`src/rtl/sfg_pkg.sv`:
```
package sfg_pkg;
  localparam int FLAG_W = 16;
  localparam int CF_POS = 0;
  localparam int ONE_POS = 1;
  localparam int PF_POS = 2;
  localparam int AF_POS = 4;
  localparam int ZF_POS = 6;
  localparam int SF_POS = 7;
  localparam int TF_POS = 8;
  localparam int IF_POS = 9;
  localparam int DF_POS = 10;
  localparam int OF_POS = 11;
  localparam int CTRL_N = 3;

  typedef enum logic [2:0] {
    OP_ADD  = 3'd0,
    OP_ADC  = 3'd1,
    OP_SUB  = 3'd2,
    OP_SBB  = 3'd3,
    OP_AND  = 3'd4,
    OP_OR   = 3'd5,
    OP_XOR  = 3'd6,
    OP_NONE = 3'd7
  } aluOp_e;

  typedef enum logic [1:0] {
    LG_AND = 2'd0,
    LG_OR  = 2'd1,
    LG_XOR = 2'd2
  } logicSel_e;

  typedef struct packed {
    logic loadStatus;
    logic isLogic;
    logic isSub;
    logic useCarry;
    logicSel_e logicSel;
    logic [CTRL_N-1:0] ctrlSet;  // [0] trap, [1] int-enable, [2] direction
    logic [CTRL_N-1:0] ctrlClr;
  } strobe_t;

  typedef struct packed {
    logic cf;
    logic pf;
    logic af;
    logic zf;
    logic sf;
    logic of;
  } status_t;
endpackage

```
`src/rtl/sfg_ctrl.sv`:
```
module sfg_ctrl
  import sfg_pkg::*;
(
  input  logic       opValid,
  input  logic [2:0] opCode,
  input  logic       setDir,
  input  logic       clrDir,
  input  logic       setIntEn,
  input  logic       clrIntEn,
  input  logic       setTrap,
  input  logic       clrTrap,
  output strobe_t    strb
);
  aluOp_e op;
  assign op = aluOp_e'(opCode);

  always_comb begin
    strb = '0;
    strb.logicSel = LG_AND;
    unique case (op)
      OP_ADD: begin strb.loadStatus = opValid; end
      OP_ADC: begin strb.loadStatus = opValid; strb.useCarry = 1'b1; end
      OP_SUB: begin strb.loadStatus = opValid; strb.isSub = 1'b1; end
      OP_SBB: begin strb.loadStatus = opValid; strb.isSub = 1'b1; strb.useCarry = 1'b1; end
      OP_AND: begin strb.loadStatus = opValid; strb.isLogic = 1'b1; strb.logicSel = LG_AND; end
      OP_OR:  begin strb.loadStatus = opValid; strb.isLogic = 1'b1; strb.logicSel = LG_OR; end
      OP_XOR: begin strb.loadStatus = opValid; strb.isLogic = 1'b1; strb.logicSel = LG_XOR; end
      OP_NONE: begin strb.loadStatus = 1'b0; end
    endcase
    strb.ctrlSet = {setDir, setIntEn, setTrap};
    strb.ctrlClr = {clrDir, clrIntEn, clrTrap};
  end
endmodule

```
`src/rtl/sfg_datapath.sv`:
```
module sfg_datapath
  import sfg_pkg::*;
#(
  parameter int DATA_W = 16,
  parameter int BYTE_W = 8
) (
  input  logic              clk,
  input  logic              rstN,
  input  logic [DATA_W-1:0] opA,
  input  logic [DATA_W-1:0] opB,
  input  logic              carryIn,
  input  logic              wordMode,
  input  strobe_t           strb,
  output logic [FLAG_W-1:0] flagWord
);
  localparam int EXT_W   = DATA_W + 1;
  localparam int HI_W    = DATA_W - BYTE_W;
  localparam int NIB_BIT = BYTE_W / 2;
  localparam int CTRL_POS [CTRL_N] = '{TF_POS, IF_POS, DF_POS};

  logic [DATA_W-1:0] aEff, bEff, logicRes, res;
  logic [EXT_W-1:0]  arith;
  logic              cinEff, msbA, msbB, msbRes, cyOut, zeroRes, ovf, auxC;
  status_t           statusD, statusQ;
  logic [CTRL_N-1:0] ctrlQ;

  assign aEff   = wordMode ? opA : {{HI_W{1'b0}}, opA[BYTE_W-1:0]};
  assign bEff   = wordMode ? opB : {{HI_W{1'b0}}, opB[BYTE_W-1:0]};
  assign cinEff = strb.useCarry & carryIn;

  always_comb begin
    if (strb.isSub) arith = {1'b0, aEff} - {1'b0, bEff} - EXT_W'(cinEff);
    else            arith = {1'b0, aEff} + {1'b0, bEff} + EXT_W'(cinEff);
  end

  always_comb begin
    unique case (strb.logicSel)
      LG_OR:   logicRes = aEff | bEff;
      LG_XOR:  logicRes = aEff ^ bEff;
      default: logicRes = aEff & bEff;
    endcase
  end

  assign res     = strb.isLogic ? logicRes : arith[DATA_W-1:0];
  assign msbA    = wordMode ? aEff[DATA_W-1] : aEff[BYTE_W-1];
  assign msbB    = wordMode ? bEff[DATA_W-1] : bEff[BYTE_W-1];
  assign msbRes  = wordMode ? res[DATA_W-1]  : res[BYTE_W-1];
  assign cyOut   = wordMode ? arith[DATA_W]  : arith[BYTE_W];
  assign zeroRes = wordMode ? (res == '0) : (res[BYTE_W-1:0] == '0);
  assign auxC    = aEff[NIB_BIT] ^ bEff[NIB_BIT] ^ arith[NIB_BIT];
  assign ovf     = strb.isSub ? ((msbA != msbB) && (msbRes != msbA))
                              : ((msbA == msbB) && (msbRes != msbA));

  always_comb begin
    statusD.cf = strb.isLogic ? 1'b0 : cyOut;
    statusD.af = strb.isLogic ? 1'b0 : auxC;
    statusD.of = strb.isLogic ? 1'b0 : ovf;
    statusD.pf = ~^res[BYTE_W-1:0];
    statusD.zf = zeroRes;
    statusD.sf = msbRes;
  end

  always_ff @(posedge clk or negedge rstN) begin
    if (!rstN)                statusQ <= '0;
    else if (strb.loadStatus) statusQ <= statusD;
  end

  for (genvar k = 0; k < CTRL_N; k++) begin : g_ctrl
    always_ff @(posedge clk or negedge rstN) begin
      if (!rstN)                 ctrlQ[k] <= 1'b0;
      else if (strb.ctrlClr[k])  ctrlQ[k] <= 1'b0;
      else if (strb.ctrlSet[k])  ctrlQ[k] <= 1'b1;
    end
  end

  always_comb begin
    flagWord          = '0;
    flagWord[ONE_POS] = 1'b1;
    flagWord[CF_POS]  = statusQ.cf;
    flagWord[PF_POS]  = statusQ.pf;
    flagWord[AF_POS]  = statusQ.af;
    flagWord[ZF_POS]  = statusQ.zf;
    flagWord[SF_POS]  = statusQ.sf;
    flagWord[OF_POS]  = statusQ.of;
    for (int k = 0; k < CTRL_N; k++) flagWord[CTRL_POS[k]] = ctrlQ[k];
  end
endmodule

```
`src/rtl/status_flag_gen.sv`:
```
module status_flag_gen
  import sfg_pkg::*;
#(
  parameter int DATA_W = 16,
  parameter int BYTE_W = 8
) (
  input  logic              clk,
  input  logic              rstN,
  input  logic              opValid,
  input  logic [2:0]        opCode,
  input  logic              wordMode,
  input  logic [DATA_W-1:0] opA,
  input  logic [DATA_W-1:0] opB,
  input  logic              carryIn,
  input  logic              setDir,
  input  logic              clrDir,
  input  logic              setIntEn,
  input  logic              clrIntEn,
  input  logic              setTrap,
  input  logic              clrTrap,
  output logic [FLAG_W-1:0] flagWord
);
  strobe_t strb;

  sfg_ctrl u_ctrl (
    .opValid(opValid), .opCode(opCode),
    .setDir(setDir), .clrDir(clrDir),
    .setIntEn(setIntEn), .clrIntEn(clrIntEn),
    .setTrap(setTrap), .clrTrap(clrTrap),
    .strb(strb)
  );

  sfg_datapath #(.DATA_W(DATA_W), .BYTE_W(BYTE_W)) u_dp (
    .clk(clk), .rstN(rstN), .opA(opA), .opB(opB), .carryIn(carryIn),
    .wordMode(wordMode), .strb(strb), .flagWord(flagWord)
  );
endmodule

```
`config.mk`:
```
export PLATFORM = sky130hd
export DESIGN_NAME = status_flag_gen
export DESIGN_NICKNAME = d
export VERILOG_FILES = /design/src/rtl/sfg_pkg.sv /design/src/rtl/sfg_ctrl.sv /design/src/rtl/sfg_datapath.sv /design/src/rtl/status_flag_gen.sv
export SDC_FILE = /design/constraint.sdc
export NUM_CORES = 1
export LEC_CHECK = 0
export ABC_AREA = 1
export CAP_MARGIN = 20
export CORE_MARGIN = 8
export CORE_UTILIZATION = 45
export CTS_CLUSTER_SIZE = 40
export DETAILED_ROUTE_END_ITERATION = 7
export MAX_ROUTING_LAYER = met4
export PLACE_DENSITY = 0.8
export REMOVE_ABC_BUFFERS = 1
export SLEW_MARGIN = 30
export SYNTH_ARGS = -nofsm -noshare
export SYNTH_HDL_FRONTEND = slang
export SYNTH_SLANG_ARGS = --single-unit
```
`constraint.sdc`:
```
create_clock -name clk -period 2.15 [get_ports clk]
set_input_delay 0.3225 -clock clk [delete_from_list [all_inputs] [get_ports clk]]
set_output_delay 0.3225 -clock clk [all_outputs]
set_load 0.005 [all_outputs]
```
==> results_dict.tcl <==
set metrics [dict create \
    firstDrtPassIters 6 \
    cp_slowest_stage_delay_ps 540 \
    synth_area_leaders "ha_1, nand2_1, inv_1" \
    fin_cells 969 \
    skew_ps 0 \
    ir_worst_vdd_mv 0.184 \
    drv_slew 0 \
    portBuffers 54 \
    synth-compound-area-share_pct 12.6 \
    start_kind "primary input" \
    root_buffer "clkbuf_8" \
    netlist.area_leader.share_pct 22.9 \
    grt_pass1_wl_mm 23.4 \
    syn_avg_cell_area_sq_um 5.75 \
    grt_max_degree 15 \
    first_iter_violations 321 \
    seq_area_frac_synth_pct 6.06 \
    die_h_um 107 \
    required_ps 2260 \
    die_x_um 107 \
    start_util_pct 45.9 \
    max-cap-violations 0 \
    hpwl_mm 11.2 \
    synth_fa_ha_area_share_pct 25.1 \
    area_delta_synth_final_pct 72.7 \
    cts.sinks 9 \
    synth_cell_types 40 \
    synth_xor_xnor_area_share_pct 2.12 \
    synthMuxAreaShare_pct 0.303 \
    worst_ep_arrival_time_ps 2900 \
    via_per_inst 5.14 \
    numCtsBuffers 3 \
    die_area_sq_mm 0.0114 \
    min_path_type "primary input to async pin" \
    grt.met1_usage_pct 26.6 \
    drive_above_1_share_pct 41.9 \
    drc 0 \
    violations "negative setup slack" \
    worstPathMaxFanout 3 \
    antenna_found_initial 0 \
    power.leakage_uw 0.00345 \
    netlist_area_sq_mm 0.00371 \
    endpoint_kind "flop" \
    fin_crit_sh_pct 130 \
    status "finished, violations left" \
    drt-wirelength-per-cell_um 15.5 \
    antenna_left 0 \
    slowest_stage "fa_2" \
    dp_cells 950 \
    postCtsHoldBufs 0 \
    io_pins 62 \
    htreeDepth 1 \
    synth_largest_area_cell "ha_1" \
    rr_worst_depth 1 \
    fin_crit_ps 2790 \
    synth_seq_cells 9 \
    timing.final.ws_setup_ps -638 \
    grt_usage_pct 25.4 \
    busiest_layer "met2" \
    rsz0062_at_grt "yes" \
    diodes 0 \
    finalSetupViolCount 6 \
    gp_congestion 0.982 \
    num_vias 4981 \
    gr-usage-met2_pct 47.2 \
    core_sq_mm 0.00809 \
    cts_tree "yes" \
    fmax_mhz 359 \
    largest_reg_flops 9 \
    synthSimpleGateAreaFrac_pct 38.1 \
    p_per_area_mw_per_mm2 391 \
    hold-worst-slack_ps 387 \
    synth_top_family_by_area "simple AND/OR/NAND/NOR gates" \
    power_uw 2510 \
    yosys_warnings 0 \
    cts_max_path_buffers 2 \
    overflow 0 \
    design_area_sq_mm 0.00641 \
    path_cells "buf_2, nand3_4, inv_2, fa_2, inv_1, ha_2, or2_4, nand2_2, nand2_2, a21oi_1, o21ai_1, a21oi_1, a21oi_1, ha_2, xnor2_2, xnor2_1, o21ai_1" \
    hold_viol 0 \
    place_ws_ps -1300 \
    crit_top_cell "a21oi_1" \
    insertion_delay_ps 230 \
    drt_wl_total_mm 15.0 \
    floorplan.rows 33 \
    met3_usage_pct 2.40 \
    dpl-instance-area_sq_mm 0.00547 \
    final_nets 983 \
    clkTransAtPathRegs_ps 50 \
    critical_path_class "primary input to flop" \
    synthCells 646 \
    grt_pass1_vias 5165 \
]
## stage by stage
step	util (%)	setup TNS [ps]
2_1_floorplan	-	-1430
3_3_place_gp	67.6	-5840
3_5_place_dp	67.6	-6180
4_1_cts	75.5	-1990
5_1_grt	79.3	-2900
6_report	79.3	-2280
## worst paths after layout
check | slack [ps] | endpoint | startpoint
worst max-delay path | -640 | u_dp.flagWord[2] | opCode[0]
worst min-delay path | 390 | u_dp.flagWord[11] | rstN
worst max register to register | 1400 | u_dp.flagWord[7] | u_dp.flagWord[7]
worst min register to register | 490 | u_dp.flagWord[10] | u_dp.flagWord[10]
max in group asynchronous | 1480 | u_dp.flagWord[6] | rstN
min in group clk | 490 | u_dp.flagWord[10] | u_dp.flagWord[10]
## layer usage
| layer | wire [um] | part of all wire, % | vias to the layer above |
|---|---|---|---|
| met4 | 661 | 4.4 | 0 |
| met1 | 5580 | 37 | 2257 |
| met3 | 795 | 5.3 | 56 |
| met5 | 0 | 0 | - |
| met2 | 7980 | 53 | 208 |
| li1 | - | - | 2460 |
## Yosys cell counts (all sizes together)
library cell and count:
nor3 6, ha 68, o311ai 2, o21bai 1, nand3 53, a22oi 1, nand2 203, dfrtp 9
nor2 44, o21ai 27, a31oi 1, o31ai 2, nand3b 3, nand4 9, clkbuf 3, o21a 2
a21oi 45, conb 2, or2 2, and2 2, o221ai 3, xor2 7, nor4 2, buf 12
inv 129, o211ai 1, xnor2 2, fa 4, mux2 1
## repair_timing
item,in CTS,in global routing
setup buffers,7,7
gates cloned,2,0
gates resized for setup,167,85
pin swaps,34,37
endpoints found under the hold margin,0,0
endpoints found under the setup margin,6,6
## cells by family after synthesis
family / Yosys count
other: 2
AO/OA/AOI/OAI: 85
flip-flops: 9
multiplexers: 1
AND/OR/NAND/NOR: 324
buffers and inverters: 144
adder cells (fa/ha/maj): 72
XOR/XNOR: 9
## cell usage in the layout, fill, tap and decap left out, types with 6 or more instances in the layout
| cell type | synthesis | final |
|---|---|---|
| a21oi_1 | 44 | 34 |
| a21oi_2 | 1 | 9 |
| buf_4 | 8 | 160 |
| buf_6 | 1 | 10 |
| clkdlybuf4s50_1 | 0 | 29 |
| conb_1 | 2 | 7 |
| dfrtp_1 | 9 | 9 |
| dlygate4sd2_1 | 0 | 15 |
| ha_1 | 68 | 36 |
| ha_2 | 0 | 6 |
| ha_4 | 0 | 26 |
| inv_1 | 127 | 90 |
| inv_2 | 2 | 37 |
| nand2_1 | 194 | 155 |
| nand2_2 | 9 | 35 |
| nand2_4 | 0 | 13 |
| nand3_1 | 48 | 39 |
| nand3_2 | 5 | 12 |
| nand4_1 | 9 | 9 |
| nor2_1 | 39 | 21 |
| nor2_2 | 3 | 15 |
| nor2_4 | 2 | 8 |
| o21ai_0 | 23 | 17 |
| o21ai_1 | 4 | 7 |
| xor2_1 | 7 | 7 |
## worst max-delay path: cells and delay by family
kind,cells,cell delay [ps]
xor+xnor,2,250
fa+ha+maj,3,1050
compound gates,5,620
simple gates,4,420
buf+inv,3,210
## cell type report
cell class	count	area, sq um
inverters	129	490
flip-flops and latches	9	225
repair buffers	223	1820
clock buffers	4	45.0
repair inverters	1	7.51
fillers	583	1680
multi-input cells	498	3690
well taps	105	131
## report_power, final
part	internal [uW]	total [uW]	leakage [uW]	switching (uW)
registers	198	215	0.000115	16.9
clock network	129	198	0.0000228	69.0
logic	1030	2100	0.00331	1070
No activity file was read; power rests on OpenSTA's default activity.
